## config.mk

```make
export PLATFORM = sky130hd
export DESIGN_NAME = intr_redirect
export DESIGN_NICKNAME = d
export VERILOG_FILES = /design/src/rtl/intr_redirect_pkg.sv /design/src/rtl/iru_regfile.sv /design/src/rtl/iru_pin_sense.sv /design/src/rtl/iru_deliver.sv /design/src/rtl/intr_redirect.sv
export SDC_FILE = /design/constraint.sdc
export NUM_CORES = 2
export LEC_CHECK = 0
export BUFFER_PORTS_ARGS = -buffer_cell sky130_fd_sc_hd__buf_2
export CORE_AREA = 2 2 349 351
export DETAILED_ROUTE_END_ITERATION = 10
export DIE_AREA = 0 0 351 353
export HOLD_SLACK_MARGIN = 0.06
export SLEW_MARGIN = 20
export SYNTH_ARGS = -nofsm -noshare
export SYNTH_HDL_FRONTEND = slang
export SYNTH_HIERARCHICAL = 1
export SYNTH_SLANG_ARGS = --single-unit
```

## constraint.sdc

```tcl
create_clock -name clk -period 5.2 [get_ports clk]
set_input_delay 0.78 -clock clk [delete_from_list [all_inputs] [get_ports clk]]
set_output_delay 0.78 -clock clk [all_outputs]
set_load 0.03 [all_outputs]
```

## src/rtl/intr_redirect_pkg.sv

```systemverilog
`timescale 1ns/1ps
package intr_redirect_pkg;
    localparam int IDX_W  = 8;
    localparam int VEC_W  = 8;
    localparam int DEST_W = 8;

    localparam logic [IDX_W-1:0] IDX_UNIT_ID  = 8'h00;
    localparam logic [IDX_W-1:0] IDX_VERSION  = 8'h01;
    localparam logic [IDX_W-1:0] IDX_ARBITER  = 8'h02;
    localparam logic [IDX_W-1:0] IDX_TBL_BASE = 8'h10;

    // one routing entry as stored (read-only status bits live elsewhere)
    typedef struct packed {
        logic [DEST_W-1:0] dest;
        logic              mask;
        logic              level;
        logic              act_low;
        logic              logical;
        logic [2:0]        dmode;
        logic [VEC_W-1:0]  vec;
    } route_t;

    localparam route_t ROUTE_RESET = '{dest: '0, mask: 1'b1, level: 1'b0,
                                       act_low: 1'b0, logical: 1'b0,
                                       dmode: 3'h0, vec: '0};

    typedef enum logic [0:0] {
        ST_IDLE  = 1'b0,
        ST_OFFER = 1'b1
    } offer_state_e;
endpackage

```

## src/rtl/iru_regfile.sv

```systemverilog
`timescale 1ns/1ps
module iru_regfile
    import intr_redirect_pkg::*;
#(
    parameter int          PINS    = 24,
    parameter logic [7:0]  VERSION = 8'h20
) (
    input  logic                 clk,
    input  logic                 rst_n,
    input  logic                 bus_wr,
    input  logic                 bus_addr,
    input  logic [31:0]          bus_wdata,
    output logic [31:0]          bus_rdata,
    input  logic [PINS-1:0]      stat_pend,
    input  logic [PINS-1:0]      stat_rirr,
    output logic [IDX_W-1:0]     idx_o,
    output logic [PINS-1:0]      mask_o,
    output logic [PINS-1:0]      level_o,
    output logic [PINS-1:0]      act_low_o,
    output logic [VEC_W-1:0]     vec_o  [PINS],
    output logic [DEST_W-1:0]    dest_o [PINS]
);
    localparam int  SEL_W   = IDX_W - 1;
    localparam int  TBL_END = int'(IDX_TBL_BASE) + 2 * PINS;
    localparam bit  HAS_ARB = (VERSION >= 8'h10);

    logic [IDX_W-1:0] idx_q;
    logic [3:0]       unit_id_q;
    logic [3:0]       arb_q;
    route_t           ent [PINS];

    logic             win_wr;
    logic             tbl_hit;
    logic [IDX_W-1:0] tbl_off;
    logic [SEL_W-1:0] pin_sel;
    logic             word_hi;
    logic             wdata_unused;

    assign win_wr  = bus_wr && bus_addr;
    assign tbl_hit = (idx_q >= IDX_TBL_BASE) && ({1'b0, idx_q} < 9'(TBL_END));
    assign tbl_off = idx_q - IDX_TBL_BASE;
    assign pin_sel = tbl_off[IDX_W-1:1];
    assign word_hi = tbl_off[0];
    assign idx_o   = idx_q;
    assign wdata_unused = ^{bus_wdata[23:17], bus_wdata[14], bus_wdata[12]};

    always_ff @(posedge clk) begin
        if (!rst_n) begin
            idx_q <= '0;
        end else if (bus_wr && !bus_addr) begin
            idx_q <= bus_wdata[IDX_W-1:0];
        end
    end

    always_ff @(posedge clk) begin
        if (!rst_n) begin
            unit_id_q <= '0;
        end else if (win_wr && idx_q == IDX_UNIT_ID) begin
            unit_id_q <= bus_wdata[27:24];
        end
    end

    always_ff @(posedge clk) begin
        if (!rst_n) begin
            arb_q <= '0;
        end else if (HAS_ARB && win_wr && idx_q == IDX_ARBITER) begin
            arb_q <= bus_wdata[27:24];
        end
    end

    for (genvar gi = 0; gi < PINS; gi++) begin : g_entry
        route_t ent_q;
        logic   hit;

        assign hit = win_wr && tbl_hit && (pin_sel == SEL_W'(gi));

        always_ff @(posedge clk) begin
            if (!rst_n) begin
                ent_q <= ROUTE_RESET;
            end else if (hit && word_hi) begin
                ent_q.dest <= bus_wdata[31:24];
            end else if (hit) begin
                ent_q.vec     <= bus_wdata[7:0];
                ent_q.dmode   <= bus_wdata[10:8];
                ent_q.logical <= bus_wdata[11];
                ent_q.act_low <= bus_wdata[13];
                ent_q.level   <= bus_wdata[15];
                ent_q.mask    <= bus_wdata[16];
            end
        end

        assign ent[gi]       = ent_q;
        assign mask_o[gi]    = ent_q.mask;
        assign level_o[gi]   = ent_q.level;
        assign act_low_o[gi] = ent_q.act_low;
        assign vec_o[gi]     = ent_q.vec;
        assign dest_o[gi]    = ent_q.dest;
    end

    route_t sel_ent;
    logic   sel_pend;
    logic   sel_rirr;

    always_comb begin
        sel_ent  = ROUTE_RESET;
        sel_pend = 1'b0;
        sel_rirr = 1'b0;
        for (int i = 0; i < PINS; i++) begin
            if (pin_sel == SEL_W'(i)) begin
                sel_ent  = ent[i];
                sel_pend = stat_pend[i];
                sel_rirr = stat_rirr[i];
            end
        end
    end

    always_comb begin
        bus_rdata = '0;
        if (!bus_addr) begin
            bus_rdata[IDX_W-1:0] = idx_q;
        end else if (idx_q == IDX_UNIT_ID) begin
            bus_rdata[27:24] = unit_id_q;
        end else if (idx_q == IDX_VERSION) begin
            bus_rdata = {8'h00, 8'(PINS - 1), 8'h00, VERSION};
        end else if (HAS_ARB && idx_q == IDX_ARBITER) begin
            bus_rdata[27:24] = arb_q;
        end else if (tbl_hit && word_hi) begin
            bus_rdata[31:24] = sel_ent.dest;
        end else if (tbl_hit) begin
            bus_rdata[7:0]  = sel_ent.vec;
            bus_rdata[10:8] = sel_ent.dmode;
            bus_rdata[11]   = sel_ent.logical;
            bus_rdata[12]   = sel_pend;
            bus_rdata[13]   = sel_ent.act_low;
            bus_rdata[14]   = sel_rirr;
            bus_rdata[15]   = sel_ent.level;
            bus_rdata[16]   = sel_ent.mask;
        end
    end
endmodule

```

## src/rtl/iru_pin_sense.sv

```systemverilog
`timescale 1ns/1ps
module iru_pin_sense
    import intr_redirect_pkg::*;
#(
    parameter int PINS  = 24,
    parameter int PIN_W = $clog2(PINS)
) (
    input  logic               clk,
    input  logic               rst_n,
    input  logic [PINS-1:0]    irq_in,
    input  logic [PINS-1:0]    mask_i,
    input  logic [PINS-1:0]    level_i,
    input  logic [PINS-1:0]    act_low_i,
    input  logic [VEC_W-1:0]   vec_i [PINS],
    input  logic               grant_v,
    input  logic [PIN_W-1:0]   grant_pin,
    input  logic               eoi_valid,
    input  logic [VEC_W-1:0]   eoi_vector,
    output logic [PINS-1:0]    cand_o,
    output logic [PINS-1:0]    pend_o,
    output logic [PINS-1:0]    rirr_o
);
    logic [PINS-1:0] pin_q;
    logic [PINS-1:0] pin_p;

    always_ff @(posedge clk) begin
        if (!rst_n) begin
            pin_q <= '0;
            pin_p <= '0;
        end else begin
            pin_q <= irq_in;
            pin_p <= pin_q;
        end
    end

    for (genvar gi = 0; gi < PINS; gi++) begin : g_pin
        logic act_now;
        logic act_prev;
        logic edge_hit;
        logic won;
        logic edge_pend_q;
        logic rirr_q;

        assign act_now  = pin_q[gi] ^ act_low_i[gi];
        assign act_prev = pin_p[gi] ^ act_low_i[gi];
        assign edge_hit = act_now && !act_prev && !mask_i[gi] && !level_i[gi];
        assign won      = grant_v && (grant_pin == PIN_W'(gi));

        always_ff @(posedge clk) begin
            if (!rst_n) begin
                edge_pend_q <= 1'b0;
            end else if (edge_hit) begin
                edge_pend_q <= 1'b1;
            end else if (won) begin
                edge_pend_q <= 1'b0;
            end
        end

        always_ff @(posedge clk) begin
            if (!rst_n) begin
                rirr_q <= 1'b0;
            end else if (won && level_i[gi]) begin
                rirr_q <= 1'b1;
            end else if (eoi_valid && level_i[gi] && eoi_vector == vec_i[gi]) begin
                rirr_q <= 1'b0;
            end
        end

        assign cand_o[gi] = !mask_i[gi] &&
                            (level_i[gi] ? (act_now && !rirr_q) : edge_pend_q);
        assign pend_o[gi] = level_i[gi] ? (!mask_i[gi] && act_now && !rirr_q)
                                        : edge_pend_q;
        assign rirr_o[gi] = rirr_q;
    end
endmodule

```

## src/rtl/iru_deliver.sv

```systemverilog
`timescale 1ns/1ps
module iru_deliver
    import intr_redirect_pkg::*;
#(
    parameter int PINS  = 24,
    parameter int PIN_W = $clog2(PINS)
) (
    input  logic               clk,
    input  logic               rst_n,
    input  logic [PINS-1:0]    cand_i,
    input  logic [VEC_W-1:0]   vec_i  [PINS],
    input  logic [DEST_W-1:0]  dest_i [PINS],
    input  logic               req_ack,
    output logic               req_valid,
    output logic [VEC_W-1:0]   req_vector,
    output logic [DEST_W-1:0]  req_dest,
    output logic               grant_v,
    output logic [PIN_W-1:0]   grant_pin
);
    offer_state_e      state_q, state_d;
    logic [PIN_W-1:0]  pin_q;
    logic [VEC_W-1:0]  vec_q;
    logic [DEST_W-1:0] dest_q;

    logic              win_found;
    logic [PIN_W-1:0]  win_pin;
    logic [VEC_W-1:0]  win_vec;
    logic [DEST_W-1:0] win_dest;

    // lowest pin number wins
    always_comb begin
        win_found = 1'b0;
        win_pin   = '0;
        win_vec   = '0;
        win_dest  = '0;
        for (int i = PINS - 1; i >= 0; i--) begin
            if (cand_i[i]) begin
                win_found = 1'b1;
                win_pin   = PIN_W'(i);
                win_vec   = vec_i[i];
                win_dest  = dest_i[i];
            end
        end
    end

    always_comb begin
        state_d = state_q;
        unique case (state_q)
            ST_IDLE:  if (win_found) state_d = ST_OFFER;
            ST_OFFER: if (req_ack)   state_d = ST_IDLE;
        endcase
    end

    always_ff @(posedge clk) begin
        if (!rst_n) begin
            state_q <= ST_IDLE;
        end else begin
            state_q <= state_d;
        end
    end

    always_ff @(posedge clk) begin
        if (!rst_n) begin
            pin_q  <= '0;
            vec_q  <= '0;
            dest_q <= '0;
        end else if (state_q == ST_IDLE && win_found) begin
            pin_q  <= win_pin;
            vec_q  <= win_vec;
            dest_q <= win_dest;
        end
    end

    always_comb begin
        req_valid  = (state_q == ST_OFFER);
        req_vector = vec_q;
        req_dest   = dest_q;
        grant_v    = (state_q == ST_OFFER) && req_ack;
        grant_pin  = pin_q;
    end
endmodule

```

## src/rtl/intr_redirect.sv

```systemverilog
`timescale 1ns/1ps
module intr_redirect
    import intr_redirect_pkg::*;
#(
    parameter int          PINS    = 24,
    parameter logic [7:0]  VERSION = 8'h20
) (
    input  logic             clk,
    input  logic             rst_n,
    input  logic             bus_wr,
    input  logic             bus_addr,
    input  logic [31:0]      bus_wdata,
    output logic [31:0]      bus_rdata,
    input  logic [PINS-1:0]  irq_in,
    output logic             req_valid,
    output logic [7:0]       req_vector,
    output logic [7:0]       req_dest,
    input  logic             req_ack,
    input  logic             eoi_valid,
    input  logic [7:0]       eoi_vector
);
    localparam int PIN_W = $clog2(PINS);

    logic [IDX_W-1:0]  index_q;
    logic [PINS-1:0]   mask_v, level_v, act_low_v;
    logic [VEC_W-1:0]  vec_v  [PINS];
    logic [DEST_W-1:0] dest_v [PINS];
    logic [PINS-1:0]   cand, pend, rirr;
    logic              grant_v;
    logic [PIN_W-1:0]  grant_pin;

    iru_regfile #(.PINS(PINS), .VERSION(VERSION)) u_regs (
        .clk       (clk),
        .rst_n     (rst_n),
        .bus_wr    (bus_wr),
        .bus_addr  (bus_addr),
        .bus_wdata (bus_wdata),
        .bus_rdata (bus_rdata),
        .stat_pend (pend),
        .stat_rirr (rirr),
        .idx_o     (index_q),
        .mask_o    (mask_v),
        .level_o   (level_v),
        .act_low_o (act_low_v),
        .vec_o     (vec_v),
        .dest_o    (dest_v)
    );

    iru_pin_sense #(.PINS(PINS), .PIN_W(PIN_W)) u_sense (
        .clk        (clk),
        .rst_n      (rst_n),
        .irq_in     (irq_in),
        .mask_i     (mask_v),
        .level_i    (level_v),
        .act_low_i  (act_low_v),
        .vec_i      (vec_v),
        .grant_v    (grant_v),
        .grant_pin  (grant_pin),
        .eoi_valid  (eoi_valid),
        .eoi_vector (eoi_vector),
        .cand_o     (cand),
        .pend_o     (pend),
        .rirr_o     (rirr)
    );

    iru_deliver #(.PINS(PINS), .PIN_W(PIN_W)) u_dlv (
        .clk        (clk),
        .rst_n      (rst_n),
        .cand_i     (cand),
        .vec_i      (vec_v),
        .dest_i     (dest_v),
        .req_ack    (req_ack),
        .req_valid  (req_valid),
        .req_vector (req_vector),
        .req_dest   (req_dest),
        .grant_v    (grant_v),
        .grant_pin  (grant_pin)
    );
endmodule

```

==> flow_summary.json <==
{
  "wl_per_cell_um": 27.3,
  "hold_path_class": "in -> reg",
  "slew_headroom": 0.221,
  "via_count": 38400,
  "cts_sinks": 686,
  "r2r_slack_ns": 0.82,
  "final_common_cell": "nand2_1",
  "setup.worst_path.end": "bus_rdata[7]",
  "synth_ff_type": "dfxtp_1",
  "ys_ff_latch": 686,
  "clock_path_buffers": 3,
  "syn_to_final_growth_pct": 2.81,
  "worstPathCellList": "inv_1, ha_2, nor2b_2, o2111ai_4, nor2_2, a221oi_1, nand4_1, o2111ai_1, a31oi_1, a211o_1, buf_2",
  "die_w_um": 351,
  "max_slew.worst_pin.slew_ns": 1.16,
  "yosysSeqAreaShare": 0.328,
  "finClkSkew_ns": 0.0270,
  "synth_cell_types": 101,
  "routed_wl_um": 174000,
  "firstDrtPassIters": 7,
  "p_total_mw": 12.2,
  "clkTransAtPathRegs_ns": 0.06,
  "pin_count": 119,
  "drive_above_1_share": 0.118,
  "path_class": "reg -> out",
  "worstSetupStartpoint": "u_regs/idx_o[5]$_SDFFE_PN0P_",
  "numCtsBuffers": 82,
  "leakage_nw": 13.6,
  "grt_max_degree": 231,
  "cap_violations": 0,
  "core_area_mm2": 0.121,
  "fin_crit_sh": 1.01,
  "seq_area_mm2": 0.0137,
  "violations": "negative setup slack",
  "syn_avg_cell_area_um2": 8.06,
  "reg2reg_to": "u_dlv/req_vector[0]$_SDFFE_PN0P_",
  "netlist.area_leader.share": 0.328,
  "reg2reg_from": "u_sense/pin_q[10]$_SDFF_PN0_",
  "drc_errors": 0,
  "setup_viol": 3,
  "yosys_warnings": 6,
  "arrival_ns": 4.49,
  "dpl.hpwl_um": 124000,
  "root_buffer": "clkbuf_16",
  "gp_congestion": 1.01,
  "final_cell_mix": "nand2_1 (1044), dfxtp_1 (684), a21boi_0 (388)",
  "peakVddDrop_v": 0.000190,
  "syn_inst": 5197,
  "multi_input_area_mm2": 0.0226,
  "row_count": 128,
  "fillerInstances": 12500,
  "crit_path_end_kind": "output port",
  "viasPerCell": 6.03,
  "ys_top_cells_by_area": "dfxtp_1 (33%), nand2_1 (9.4%), buf_4 (9.1%)",
  "cts_tree": "yes",
  "die_h_um": 353,
  "outcome": "finished, violations left",
  "grt.total_usage": 0.270,
  "path_max_fanout": 8,
  "synth-edff-count": 0,
  "grt_pass1_wl_um": 250000,
  "rsz0062_at_grt": "false",
  "antenna_left": 0,
  "synth_area_mm2": 0.0419,
  "ys_async_sr_fraction": 0,
  "synth.largest_area_cell": "dfxtp_1",
  "port_buffers": 105,
  "design.die.area_mm2": 0.124,
  "grt_overflow": 0,
  "finalWorstPathRequiredPeriod_ns": 5.27,
  "clock.fmax_ghz": 0.190,
  "dpl_worst_slack_ns": 0.331,
  "slew_viol_final": 0,
  "layout.nets": 4741,
  "hold_buffers": 0,
  "startpoint_type": "register",
  "initial_utilization": 0.347,
  "crit_required_ns": 4.42,
  "antenna_found_initial": 9,
  "setup_ws_ns": -0.0738,
  "worstRegToRegCells": 10,
  "worstSkewPairLatency_ns": 0.66,
  "hold_violations": 0,
  "powerDensity_mw_per_mm2": 283,
  "max_stage_delay_ns": 0.64,
  "grt_pass1_vias": 35700,
  "cts_max_level": 3,
  "drtIter0Drc": 5683,
  "critPathSlowestCell": "nor2_2"
}
==> how the worst min path moves through the flow <==
stage	endpoint	slack, ns	cells past startpoint	from
after floorplan	u_regs/ent[54]$_SDFFE_PN0P_	0.43	2	u_regs/ent[54]$_SDFFE_PN0P_
after global placement	u_regs/ent[124]$_SDFFE_PN0P_	0.44	2	u_regs/ent[124]$_SDFFE_PN0P_
after detailed placement	u_regs/ent[8]$_SDFFE_PN0P_	0.45	2	u_regs/ent[8]$_SDFFE_PN0P_
after CTS	u_sense/pin_q[15]$_SDFF_PN0_	0.31	2	irq_in[15]
after global routing	u_sense/pin_q[15]$_SDFF_PN0_	0.34	2	irq_in[15]
final	u_sense/pin_q[15]$_SDFF_PN0_	0.33	2	irq_in[15]
==> logic make-up after synthesis <==
kind of cell    after synthesis  share of synthesized area
simple gates               1769                      0.193
compound gates             1452                      0.247
buf+inv                     902                      0.135
flops                       686                      0.328
xor+xnor                    216                     0.0452
mux                         168                     0.0515
fa+ha+maj                     3                   0.000896
other cells                   1                  0.0000895
==> per-layer routing <==
layer	wire [µm]	vias up	track usage
met1	69100	18600	0.358
met5	76	-	0
met4	11600	12	0.159
li1	-	16700	-
met3	19000	527	0.0543
met2	74100	2526	0.403
==> flip-flops by register name, summed over array words and instances (netlist names), 8 cells and up <==
signal	count
u_regs/dest_o	192
u_regs/vec_o	192
u_regs/ent	96
u_regs/act_low_o	24
u_regs/level_o	24
u_regs/mask_o	24
u_sense/g_pin.edge_pend_q	24
u_sense/g_pin.rirr_q	24
u_sense/pin_p	24
u_sense/pin_q	24
u_dlv/req_dest	8
u_dlv/req_vector	8
u_regs/idx_o	8
==> report_power, final <==
| group | internal, mW | switching, mW |
|---|---|---|
| Combinational | 0.238 | 0.522 |
| Clock | 3.68 | 2.43 |
| Sequential | 5.28 | 0.0357 |
| Total | 9.20 | 2.99 |
==> metrics by stage <==
step                       util  instance area, µm²  cells  setup TNS [ns]  hold WS, ns
after floorplan               -               41900   5200               0        0.428
after global placement    0.333               40100   6207               0        0.440
after detailed placement  0.333               40100   6207               0        0.446
after CTS                 0.357               43000   6359               0        0.314
after global routing      0.357               43100   6360               0        0.338
final                     0.357               43100   6361          -0.128        0.328
==> cells in the mapped netlist (28+ instances only) <==
master    instances
nand2_1        1047
o221ai_1         58
nor2b_1         117
o22ai_1          75
a21oi_1         161
dfxtp_1         686
nor2_1          155
mux2i_1         120
clkbuf_1        223
nand3_1         131
nor2_2           29
a221oi_1         89
nand2b_1         56
a22oi_1          59
and2_1           57
xnor2_1         192
buf_4           508
nand4_1          55
o31ai_1          33
mux4_2           37
o21ai_0         246
buf_2            98
a21boi_0        388
a21boi_1        110
buf_6            28
==> critical path: cells and delay by family (launching register included) <==
kind            cells  cell delay [ns]
buf+inv             2             0.36
flops               1             0.49
simple gates        3             1.06
fa+ha+maj           1             0.43
compound gates      5             1.47
==> timing repair <==
item,in CTS,in global routing
gates resized for setup,11,9
setup endpoints to repair,15,11
setup buffers,2,0
pin swaps,1,0
endpoints found under the hold margin,0,0
==> layout make-up <==
type / instances / area share
well taps: 1625 / 0.0472
diodes: 2 / 0.000116
multi-input cells: 3612 / 0.526
repair buffers: 254 / 0.0391
clock inverters: 28 / 0.00773
flip-flops and latches: 686 / 0.319
clock buffers: 122 / 0.0582
inverters: 32 / 0.00279
Power figures use the tool's default switching activity.
